### config.mk
export PLATFORM = sky130hd
export DESIGN_NAME = pd_seq
export DESIGN_NICKNAME = d
export VERILOG_FILES = /design/src/rtl/pd_seq_pkg.sv /design/src/rtl/pd_span.sv /design/src/rtl/pd_exit_lat.sv /design/src/rtl/pd_seq.sv
export SDC_FILE = /design/constraint.sdc
export NUM_CORES = 1
export LEC_CHECK = 0
export ABC_AREA = 1
export CORE_MARGIN = 4
export CORE_UTILIZATION = 51
export DETAILED_ROUTE_END_ITERATION = 10
export DONT_BUFFER_PORTS = 1
export GPL_TIMING_DRIVEN = 0
export HOLD_SLACK_MARGIN = 0.03
export PLACE_DENSITY_LB_ADDON = 0.25
export SLEW_MARGIN = 20
export SYNTH_ARGS = -nofsm -noshare
export SYNTH_HDL_FRONTEND = slang
export SYNTH_SLANG_ARGS = --single-unit
export TNS_END_PERCENT = 1
### constraint.sdc
create_clock -name clk_i -period 3.05 [get_ports clk_i]
set_input_delay 0.305 -clock clk_i [delete_from_list [all_inputs] [get_ports clk_i]]
set_output_delay 0.305 -clock clk_i [all_outputs]
set_load 0.05 [all_outputs]
### src/rtl/pd_seq_pkg.sv
package pd_seq_pkg;
  localparam int BUSY_W = 6;
  localparam int BZ_MRS = 0;
  localparam int BZ_RD  = 1;
  localparam int BZ_WR  = 2;
  // background ops (act, pre, ref) on bits 3..5 do not block entry
  localparam logic [BUSY_W-1:0] BLOCK_MASK = 6'b000111;

  typedef enum logic [1:0] {
    ST_RUN = 2'd0,
    ST_PD  = 2'd1,
    ST_XIT = 2'd2
  } pd_state_e;
endpackage

### src/rtl/pd_span.sv
module pd_span #(
  parameter int W = 8
) (
  input  logic         clk_i,
  input  logic         rst_ni,
  input  logic         clr_i,
  output logic [W-1:0] cnt_o
);
  // saturating cycle counter, clear loads 1 (first cycle of the span)
  always_ff @(posedge clk_i or negedge rst_ni) begin
    if (!rst_ni)             cnt_o <= '1;
    else if (clr_i)          cnt_o <= W'(1);
    else if (cnt_o != '1)    cnt_o <= cnt_o + W'(1);
  end
endmodule

### src/rtl/pd_exit_lat.sv
module pd_exit_lat #(
  parameter int TW = 8
) (
  input  logic          act_i,
  input  logic          fast_i,
  input  logic [TW-1:0] t_xp_i,
  input  logic [TW-1:0] t_xard_i,
  input  logic [TW-1:0] t_xards_i,
  output logic [TW-1:0] lat_o
);
  localparam int NLAT = 3;

  logic [TW-1:0] raw [NLAT];
  logic [TW-1:0] eff [NLAT];
  logic [1:0]    sel;

  assign raw[0] = t_xp_i;
  assign raw[1] = t_xard_i;
  assign raw[2] = t_xards_i;

  for (genvar g = 0; g < NLAT; g++) begin : g_clamp
    assign eff[g] = (raw[g] == '0) ? TW'(1) : raw[g];
  end

  assign sel   = !act_i ? 2'd0 : (fast_i ? 2'd1 : 2'd2);
  assign lat_o = eff[sel];
endmodule

### src/rtl/pd_seq.sv
module pd_seq
  import pd_seq_pkg::*;
#(
  parameter int NB = 8,
  parameter int TW = 8,
  parameter int RW = 16
) (
  input  logic              clk_i,
  input  logic              rst_ni,
  input  logic              idle_req_i,
  input  logic              exit_req_i,
  input  logic [NB-1:0]     bank_open_i,
  input  logic [BUSY_W-1:0] busy_i,
  input  logic              fast_exit_i,
  input  logic [TW-1:0]     t_cke_i,
  input  logic [TW-1:0]     t_xp_i,
  input  logic [TW-1:0]     t_xard_i,
  input  logic [TW-1:0]     t_xards_i,
  input  logic [RW-1:0]     t_refi_i,
  output logic              cke_o,
  output logic              nop_o,
  output logic              cmd_rdy_o,
  output logic              pd_act_o,
  output logic              dll_en_o
);
  localparam int LW = RW + 4;  // holds 9 * tREFI

  pd_state_e     state_q, state_d;
  logic          act_q, fast_q;
  logic [TW-1:0] t_cke_eff, lat;
  logic [RW-1:0] refi_eff;
  logic [LW-1:0] lim, lo_cnt;
  logic [TW-1:0] hi_cnt;
  logic          blocked, lo_ok, res_max, hi_ok;
  logic          entry_go, exit_go, lat_done;

  assign t_cke_eff = (t_cke_i == '0) ? TW'(1) : t_cke_i;
  assign refi_eff  = (t_refi_i == '0) ? RW'(1) : t_refi_i;
  assign lim       = LW'(refi_eff) * LW'(9);

  assign blocked  = |(busy_i & BLOCK_MASK);
  assign hi_ok    = hi_cnt >= t_cke_eff;
  assign lo_ok    = lo_cnt >= LW'(t_cke_eff);
  assign res_max  = lo_cnt >= (lim - LW'(1));
  assign entry_go = idle_req_i && !exit_req_i && !blocked && hi_ok;
  assign exit_go  = res_max || (lo_ok && (exit_req_i || !idle_req_i));
  assign lat_done = hi_cnt >= lat;

  pd_span #(.W(LW)) u_lo (
    .clk_i (clk_i),
    .rst_ni(rst_ni),
    .clr_i (state_q == ST_RUN && entry_go),
    .cnt_o (lo_cnt)
  );

  pd_span #(.W(TW)) u_hi (
    .clk_i (clk_i),
    .rst_ni(rst_ni),
    .clr_i (state_q == ST_PD && exit_go),
    .cnt_o (hi_cnt)
  );

  pd_exit_lat #(.TW(TW)) u_lat (
    .act_i    (act_q),
    .fast_i   (fast_q),
    .t_xp_i   (t_xp_i),
    .t_xard_i (t_xard_i),
    .t_xards_i(t_xards_i),
    .lat_o    (lat)
  );

  always_comb begin
    state_d = state_q;
    unique case (state_q)
      ST_RUN:  if (entry_go) state_d = ST_PD;
      ST_PD:   if (exit_go)  state_d = ST_XIT;
      ST_XIT:  if (lat_done) state_d = ST_RUN;
      default: state_d = ST_RUN;
    endcase
  end

  always_ff @(posedge clk_i or negedge rst_ni) begin
    if (!rst_ni) begin
      state_q <= ST_RUN;
      act_q   <= 1'b0;
      fast_q  <= 1'b0;
    end else begin
      state_q <= state_d;
      if (state_q == ST_RUN && entry_go) begin
        act_q  <= |bank_open_i;
        fast_q <= fast_exit_i;
      end
    end
  end

  assign cke_o     = (state_q != ST_PD);
  assign nop_o     = (state_q != ST_RUN);
  assign cmd_rdy_o = (state_q == ST_RUN);
  assign pd_act_o  = (state_q != ST_RUN) && act_q;
  assign dll_en_o  = (state_q == ST_RUN) || (act_q && fast_q);

  assert_block_R3: assert property (@(posedge clk_i) disable iff (!rst_ni)
    (cke_o && (busy_i[BZ_MRS] || busy_i[BZ_RD] || busy_i[BZ_WR])) |=> cke_o);

  assert_min_low_R6: assert property (@(posedge clk_i) disable iff (!rst_ni)
    (!cke_o && lo_cnt < LW'(t_cke_eff) && lo_cnt < lim - LW'(1)) |=> !cke_o);

  assert_exit_nop_R7: assert property (@(posedge clk_i) disable iff (!rst_ni)
    $rose(cke_o) |-> (nop_o && !cmd_rdy_o));

  assert_max_res_R8: assert property (@(posedge clk_i) disable iff (!rst_ni)
    !cke_o |-> (lo_cnt < lim));

  assert_exit_lat_R9: assert property (@(posedge clk_i) disable iff (!rst_ni)
    $rose(cmd_rdy_o) |-> ($past(hi_cnt) >= $past(lat)));

  assert_type_hold_R4: assert property (@(posedge clk_i) disable iff (!rst_ni)
    (!cmd_rdy_o && $past(!cmd_rdy_o)) |-> ($stable(pd_act_o) && $stable(dll_en_o)));

  assert_reentry_R10: assert property (@(posedge clk_i) disable iff (!rst_ni)
    $fell(cke_o) |-> ($past(hi_cnt) >= $past(t_cke_eff)));

  assert_prio_R11: assert property (@(posedge clk_i) disable iff (!rst_ni)
    (cmd_rdy_o && exit_req_i) |=> cke_o);
endmodule

==> flow_summary_export.csv, run 1 <==
group,metric,value,unit
critical_path,cp-startpoint,"t_refi_i[15]",
placed_design,placed_cell_area,5483,um2
placed_design,placedCellCount,866,
power,comb_power_share,66.8,%
power,clkPwrFrac,9.1,%
routing,avgRoutedWirePerCell,14.39,um
final_layout,seqCellArea,835.8,um2
routing,postRouteAntennaNets,0,
final_layout,area_growth,23.78,%
synth,yosysWarnings,0,
synth,synth_edf_count,0,
run_status,violations,"setup timing",
clock_tree,htreeDepth,2,
run_status,status,"finished with violations",
routing,finalWirelength,13050,um
sta,skew,6.106,ps
final_layout,n_antenna_cell,0,
routing,vias,4869,
power,swShare,49.35,%
sta,min_period,4244,ps
critical_path,crit_path_end_kind,"register",
critical_path,required,3230,ps
power,p_seq_share,24.1,%
final_layout,drive_gt1_share,25.58,%
global_route,grt_pass1_wl,21440,um
sta,max_freq,235.6,MHz
routing,drt_pass1_iterations,4,
final_layout,multi_input_area,4228,um2
power,p_sw,1.862,mW
placed_design,pre_cts_ws,-1823,ps
final_layout,final_area,6207,um2
die,die_area,11480,um2
power,p_per_area,608.0,nW/um2
global_route,grt_usage,22.44,%
synth,syn-mean-instance-area,6.804,um2
sta,finalCritPeriodShare,139.1,%
critical_path,r2r-start,"act_q",
routing,drc,0,
critical_path,start_kind,"input pin",
final_layout,fill_cells,820,
final_layout,layout_commonest_cell,"nand2_1",
die,ios,72,
routing,viasPerCell,5.368,
synth,syn_nets,904,
critical_path,critPathKind,"input pin to register",
final_layout,layout.nets,944,
critical_path,crit_fanout,5,
job,maxCapViolCount,0,
clock_tree,tritoncts,"yes",
die,num_rows,35,
power,ir_drop,0.2904,mV
global_route,grt_pass1_vias,4802,
global_route,antenna_found_initial,0,
clock_tree,clk_latency,280,ps
clock_tree,clock-sinks,32,
final_layout,fin_cells,907,
power,total_power,3.774,mW
power,p_int,1.911,mW
synth,ys_seq_area_share,16.67,%
routing,drtIter0Drc,328,
die,core,9415,um2
synth,synth.distinct_cells,41,
sta,hold_viol_final,0,
sta,setup_viol,10,
final_layout,final_cell_mix,"nand2_1 (152), inv_1 (117), nor2_1 (70), ha_1 (65)",
clock_tree,clk_pin_slew,70,ps
placed_design,io_buffer_count,0,
clock_tree,cts_buffer_depth,2,
sta,slew_viol_final,0,
placed_design,gp_congestion,0.9103,
clock_tree,cts-root-buf,"clkbuf_8",
global_route,grt_max_degree,33,
synth,syn_inst,737,
synth,synthesis.area,5015,um2
clock_tree,cts_buffers,5,
hold_path,hold_class,"input pin to register",
synth,synthFlopType,"dfstp_2",
power,power.leakage,3.204,nW
final_layout,fin_util,65.93,%
global_route,grt-ovfl-total,0,
die,dieWidth,107.2,um
placed_design,hpwlAfterDp,10090,um
synth,synth_seq_cells,32,
sta,slew-limit-headroom,40.31,%
die,initial_core_util,53.26,%
sta,setup_ws,-1194,ps
hold_path,hold_start,"fast_exit_i",
synth,async_flop_share,100.0,%
die,die_h,107.2,um
critical_path,critPathArrivalTime,4420,ps
sta,worstMarginPinSlew,892.0,ps
sta,rsz0062_at_grt,"yes",
==> layout make-up <==
cell class	count	area share [%]
multi-input cells	557	68.11
flip-flops and latches	32	13.47
inverters	145	9.575
repair buffers	32	4.293
well taps	129	2.600
clock buffers	8	1.451
plain buffers	4	0.5039
==> timing repair <==
| item | in CTS | in global routing |
|---|---|---|
| buffers inserted | 15 | 14 |
| hold buffers | 2 | 0 |
| hold endpoints to repair | 32 | 0 |
| pin swaps | 45 | 45 |
| setup endpoints to repair | 10 | 10 |
| cloned | 2 | 0 |
| resized for setup | 66 | 32 |
==> per-layer routing <==
| metal | share of wire (%) | track usage [%] |
|---|---|---|
| met1 | 46 | 30.01 |
| met2 | 49 | 38.78 |
| met3 | 4.3 | 3.432 |
| met4 | 0.64 | 3.653 |
| met5 | 0 | 0 |
==> registers in the layout (all words and copies together), names as in the netlist <==
register,count
state_q,2
fast_q,1
u_hi.cnt_o,8
u_lo.cnt_o,20
act_q,1
==> critical path, stage by stage <==
cell	delay [ps]
clkinv_8	20
ha_4	130
nand4_1	230
or4_4	630
nand2_4	100
ha_4	120
inv_2	30
fa_1	480
inv_2	50
ha_4	270
buf_4	110
nand2_4	60
nor2_4	120
inv_2	60
nor3_4	200
nand3_2	120
nand4_1	110
nand2_1	80
ha_1	290
nand2_2	100
nor2_4	40
nor3b_2	160
a21oi_4	240
nand3_4	170
nand2_4	120
nand2_2	60
==> synth_stat cells, types with 3 or more instances <==
| cell | number | area [um2] |
|---|---|---|
| nand2_1 | 177 | 664.4 |
| inv_1 | 143 | 536.8 |
| ha_1 | 88 | 1101 |
| nor2_1 | 82 | 307.8 |
| a21oi_1 | 38 | 190.2 |
| nand3_1 | 30 | 150.1 |
| dfstp_2 | 28 | 735.7 |
| nand4_1 | 19 | 118.9 |
| xor2_1 | 17 | 148.9 |
| o21ai_0 | 15 | 75.07 |
| nor3_1 | 14 | 70.07 |
| fa_1 | 12 | 240.2 |
| xnor2_1 | 11 | 96.34 |
| nand3b_1 | 8 | 60.06 |
| nor4_1 | 8 | 50.05 |
| a221oi_1 | 7 | 61.31 |
| a21o_1 | 4 | 30.03 |
| dfrtp_1 | 4 | 100.1 |
| nand3_2 | 3 | 30.03 |
==> power groups by stage <==
stage                     sequential [mW]  clock (mW)  combinational (mW)
final                               0.911       0.343                2.52
after global routing                0.927       0.365                2.88
after CTS                           0.903       0.351                2.34
after detailed placement            0.908           0                2.12
after global placement              0.905           0                2.02
after floorplan                     0.811           0                1.73
==> stage by stage <==
| step | TNS [ps] | hold slack [ps] |
|---|---|---|
| after CTS | -10040 | 181.8 |
| after floorplan | -10690 | 9.409 |
| after detailed placement | -17810 | 11.71 |
| final | -11310 | 180.9 |
| after global placement | -16820 | 11.42 |
| after global routing | -13240 | 181.1 |
==> logic make-up after synthesis <==
group	count (synthesis)	synth area share, %
xor gates and xnor gates	28	4.890
AOI/OAI and AO/OA	75	8.882
and+or+nand+nor	353	31.34
buffers and inverters	149	11.48
adders and majority gates	100	26.75
DFF	32	16.67
==> final timing paths <==
| kind | endpoint | slack, ps | depth (start not counted) |
|---|---|---|---|
| hold / removal | fast_q | 180 | 2 |
| min in group asynchronous | state_q[1] | 510 | 2 |
| max in group asynchronous | u_lo.cnt_o[6] | 2300 | 2 |
| setup reg to reg | state_q[1] | 710 | 12 |
| setup / recovery | state_q[1] | -1190 | 26 |
| hold reg to reg | act_q | 510 | 2 |
Power figures use the tool's default switching activity.
==> inputs of run 2 (changes only) <==
--- a/config.mk
+++ b/config.mk
@@ -6,7 +6,6 @@
 export NUM_CORES = 1
 export LEC_CHECK = 0
 export ABC_AREA = 1
-export CORE_MARGIN = 4
 export CORE_UTILIZATION = 51
 export DETAILED_ROUTE_END_ITERATION = 10
 export DONT_BUFFER_PORTS = 1
==> constraint.sdc (replaced) <==
create_clock -name clk_i -period 5.2 [get_ports clk_i]
set_input_delay 0.52 -clock clk_i [delete_from_list [all_inputs] [get_ports clk_i]]
set_output_delay 0.52 -clock clk_i [all_outputs]
set_load 0.05 [all_outputs]
==> run 2 against run 1 <==
Net effect:
- the run now ends clean
- final area down 14%
- cell count down 3.2%
- via count down 2.9%
- core utilization down 9.1 points
- total power down 49%
- largest power group unchanged
==> flow_summary_export.csv, run 2 (synthesized netlist as in run 1, its figures left out) <==
group,metric,value,unit
final_layout,n_antenna_cell,0,
final_layout,layout_commonest_cell,"nand2_1",
sta,slew_viol_final,0,
die,die_h,101.2,um
critical_path,critPathKind,"input pin to register",
critical_path,cp-startpoint,"t_refi_i[13]",
critical_path,rr_worst_depth,9,
die,die_area,10230,um2
global_route,grt-ovfl-total,0,
global_route,grt_pass1_vias,4824,
sta,worstMarginPinSlew,881.5,ps
critical_path,r2r-end,"state_q[1]",
final_layout,area_growth,6.163,%
sta,slew-limit-headroom,41.02,%
routing,avgRoutedWirePerCell,13.54,um
final_layout,top_register,"u_lo.cnt_o",
sta,setup_viol,0,
critical_path,critPathArrivalTime,5110,ps
final_layout,largest_reg_flops,20,
sta,skew,8.027,ps
sta,max_freq,204.9,MHz
routing,vias,4729,
sta,setup_ws,319.6,ps
critical_path,crit_path_end_kind,"register",
global_route,grt_usage,24.52,%
die,num_rows,35,
clock_tree,cts_buffers,5,
clock_tree,clk_pin_slew,70,ps
global_route,antenna_found_initial,0,
critical_path,start_kind,"input pin",
critical_path,cp.depth,28,
routing,drt_pass1_iterations,4,
global_route,grt_max_degree,30,
critical_path,crit_fanout,9,
critical_path,critPathCapture,"u_hi.cnt_o[0]",
hold_path,hold_class,"input pin to async pin",
clock_tree,clock-sinks,32,
critical_path,r2r-start,"act_q",
final_layout,drive_gt1_share,8.011,%
sta,min_period,4880,ps
routing,drc,0,
critical_path,path_buf_inv,6,
routing,postRouteAntennaNets,0,
routing,finalWirelength,11890,um
placed_design,gp_congestion,0.8925,
final_layout,top_regs,"u_lo.cnt_o x20, u_hi.cnt_o x8, state_q x2",
die,core,9371,um2
job,maxCapViolCount,0,
run_status,status,"finished, final reports clean",
critical_path,crit_top_cell,"nand2_1",
sta,finalCritPeriodShare,93.85,%
power,p_per_area,362.6,nW/um2
clock_tree,cts_buffer_depth,2,
power,total_power,1.930,mW
placed_design,hpwlAfterDp,10010,um
placed_design,placedCellCount,866,
critical_path,r2r_slack,2990,ps
routing,viasPerCell,5.386,
final_layout,final_cell_mix,"nand2_1 (177), inv_1 (143), ha_1 (87), nor2_1 (80), a21oi_1 (37)",
power,power.leakage,2.963,nW
power,ir_drop,0.1773,mV
clock_tree,tritoncts,"yes",
sta,hold_viol_final,0,
die,initial_core_util,53.51,%
clock_tree,cts-root-buf,"clkbuf_8",
critical_path,cp_top_family,"simple AND/OR/NAND/NOR gates",
critical_path,slowest_stage,"fa_1",
placed_design,io_buffer_count,0,
critical_path,slowest_delay,490,ps
final_layout,fin_util,56.81,%
global_route,grt_pass1_wl,20080,um
die,dieWidth,101.2,um
final_layout,fin_cells,878,
die,ios,72,
clock_tree,clk_latency,290,ps
clock_tree,htreeDepth,2,
final_layout,layout.nets,915,
critical_path,required,5430,ps
placed_design,pre_cts_ws,-75.98,ps
routing,drtIter0Drc,198,
## run 2: cell count changes in the layout (fill, tap and decap cells not counted), moves of 7 or more
cell     before  now
a21oi_1      22   37
a21oi_2      14    1
buf_4        27    3
ha_1         65   87
ha_4         22    0
inv_1       117  143
inv_2        19    1
nand2_1     152  177
nand2_2      16    1
nand2_4      10    0
nor2_1       70   80
nor2_2       11    4
## run 2: power by group
group	internal (mW)	switching, mW	leakage [nW]
Sequential	0.386	0.147	0.345
Clock	0.121	0.100	0.0515
Combinational	0.467	0.709	2.57
## run 2: final cells by class
type	count	area, um2
inverters	145	544.3
well taps	129	161.4
flip-flops and latches	32	835.8
multi-input cells	556	3618
clock buffers	8	100.1
repair buffers	4	32.53
plain buffers	4	31.28
fillers	905	4048
## run 2: worst min path at each step
stage,from,to,slack [ps],cells past startpoint
CTS,rst_ni,u_lo.cnt_o[4],60,0
finish,rst_ni,u_lo.cnt_o[4],60,0
global placement,rst_ni,act_q,230,0
global route,rst_ni,u_lo.cnt_o[12],50,0
detailed placement,rst_ni,act_q,230,0
floorplan,rst_ni,act_q,220,0
## run 2: timing repair
action	CTS	global route
hold endpoints to repair	4	0
buffers inserted	0	3
hold buffers	1	0
gates resized for setup	0	5
endpoints found under the setup margin	0	10
## run 2: layer usage
| layer | up-vias | routed length [um] | GRT usage, % |
|---|---|---|---|
| met5 | - | 0 | 0 |
| met4 | 0 | 264 | 9.253 |
| met3 | 35 | 639 | 2.622 |
| met2 | 147 | 5690 | 44.64 |
| met1 | 2144 | 5290 | 29.69 |
| li1 | 2403 | - | - |
## run 2: stage by stage
| stage | instance area (um2) | hold WS (ps) | setup TNS (ps) |
|---|---|---|---|
| global route | 5324 | 54.46 | -96.91 |
| global placement | 5176 | 225.2 | 0 |
| floorplan | 5015 | 224.4 | 0 |
| finish | 5324 | 61.34 | 0 |
| CTS | 5289 | 61.76 | 0 |
| detailed placement | 5179 | 225.2 | -444.8 |
## run 2: worst reg2reg max path, cell delays in order (launching register included)
cell      delay (ps)
dfrtp_1          380
clkinv_1         240
nor2_1           440
a221oi_1         160
ha_1             320
a21oi_1          140
nor2_1            60
a211oi_1         200
nand4_1          140
nand2_1           80
==> inputs of run 3 (changes only) <==
--- a/config.mk
+++ b/config.mk
@@ -6,6 +6,7 @@
 export NUM_CORES = 1
 export LEC_CHECK = 0
 export ABC_AREA = 1
+export CAP_MARGIN = 10
 export CORE_UTILIZATION = 51
 export DETAILED_ROUTE_END_ITERATION = 10
 export DONT_BUFFER_PORTS = 1
==> results of run 3 <==
Same layout as run 2: the final DEF is identical, and so are final timing and power.
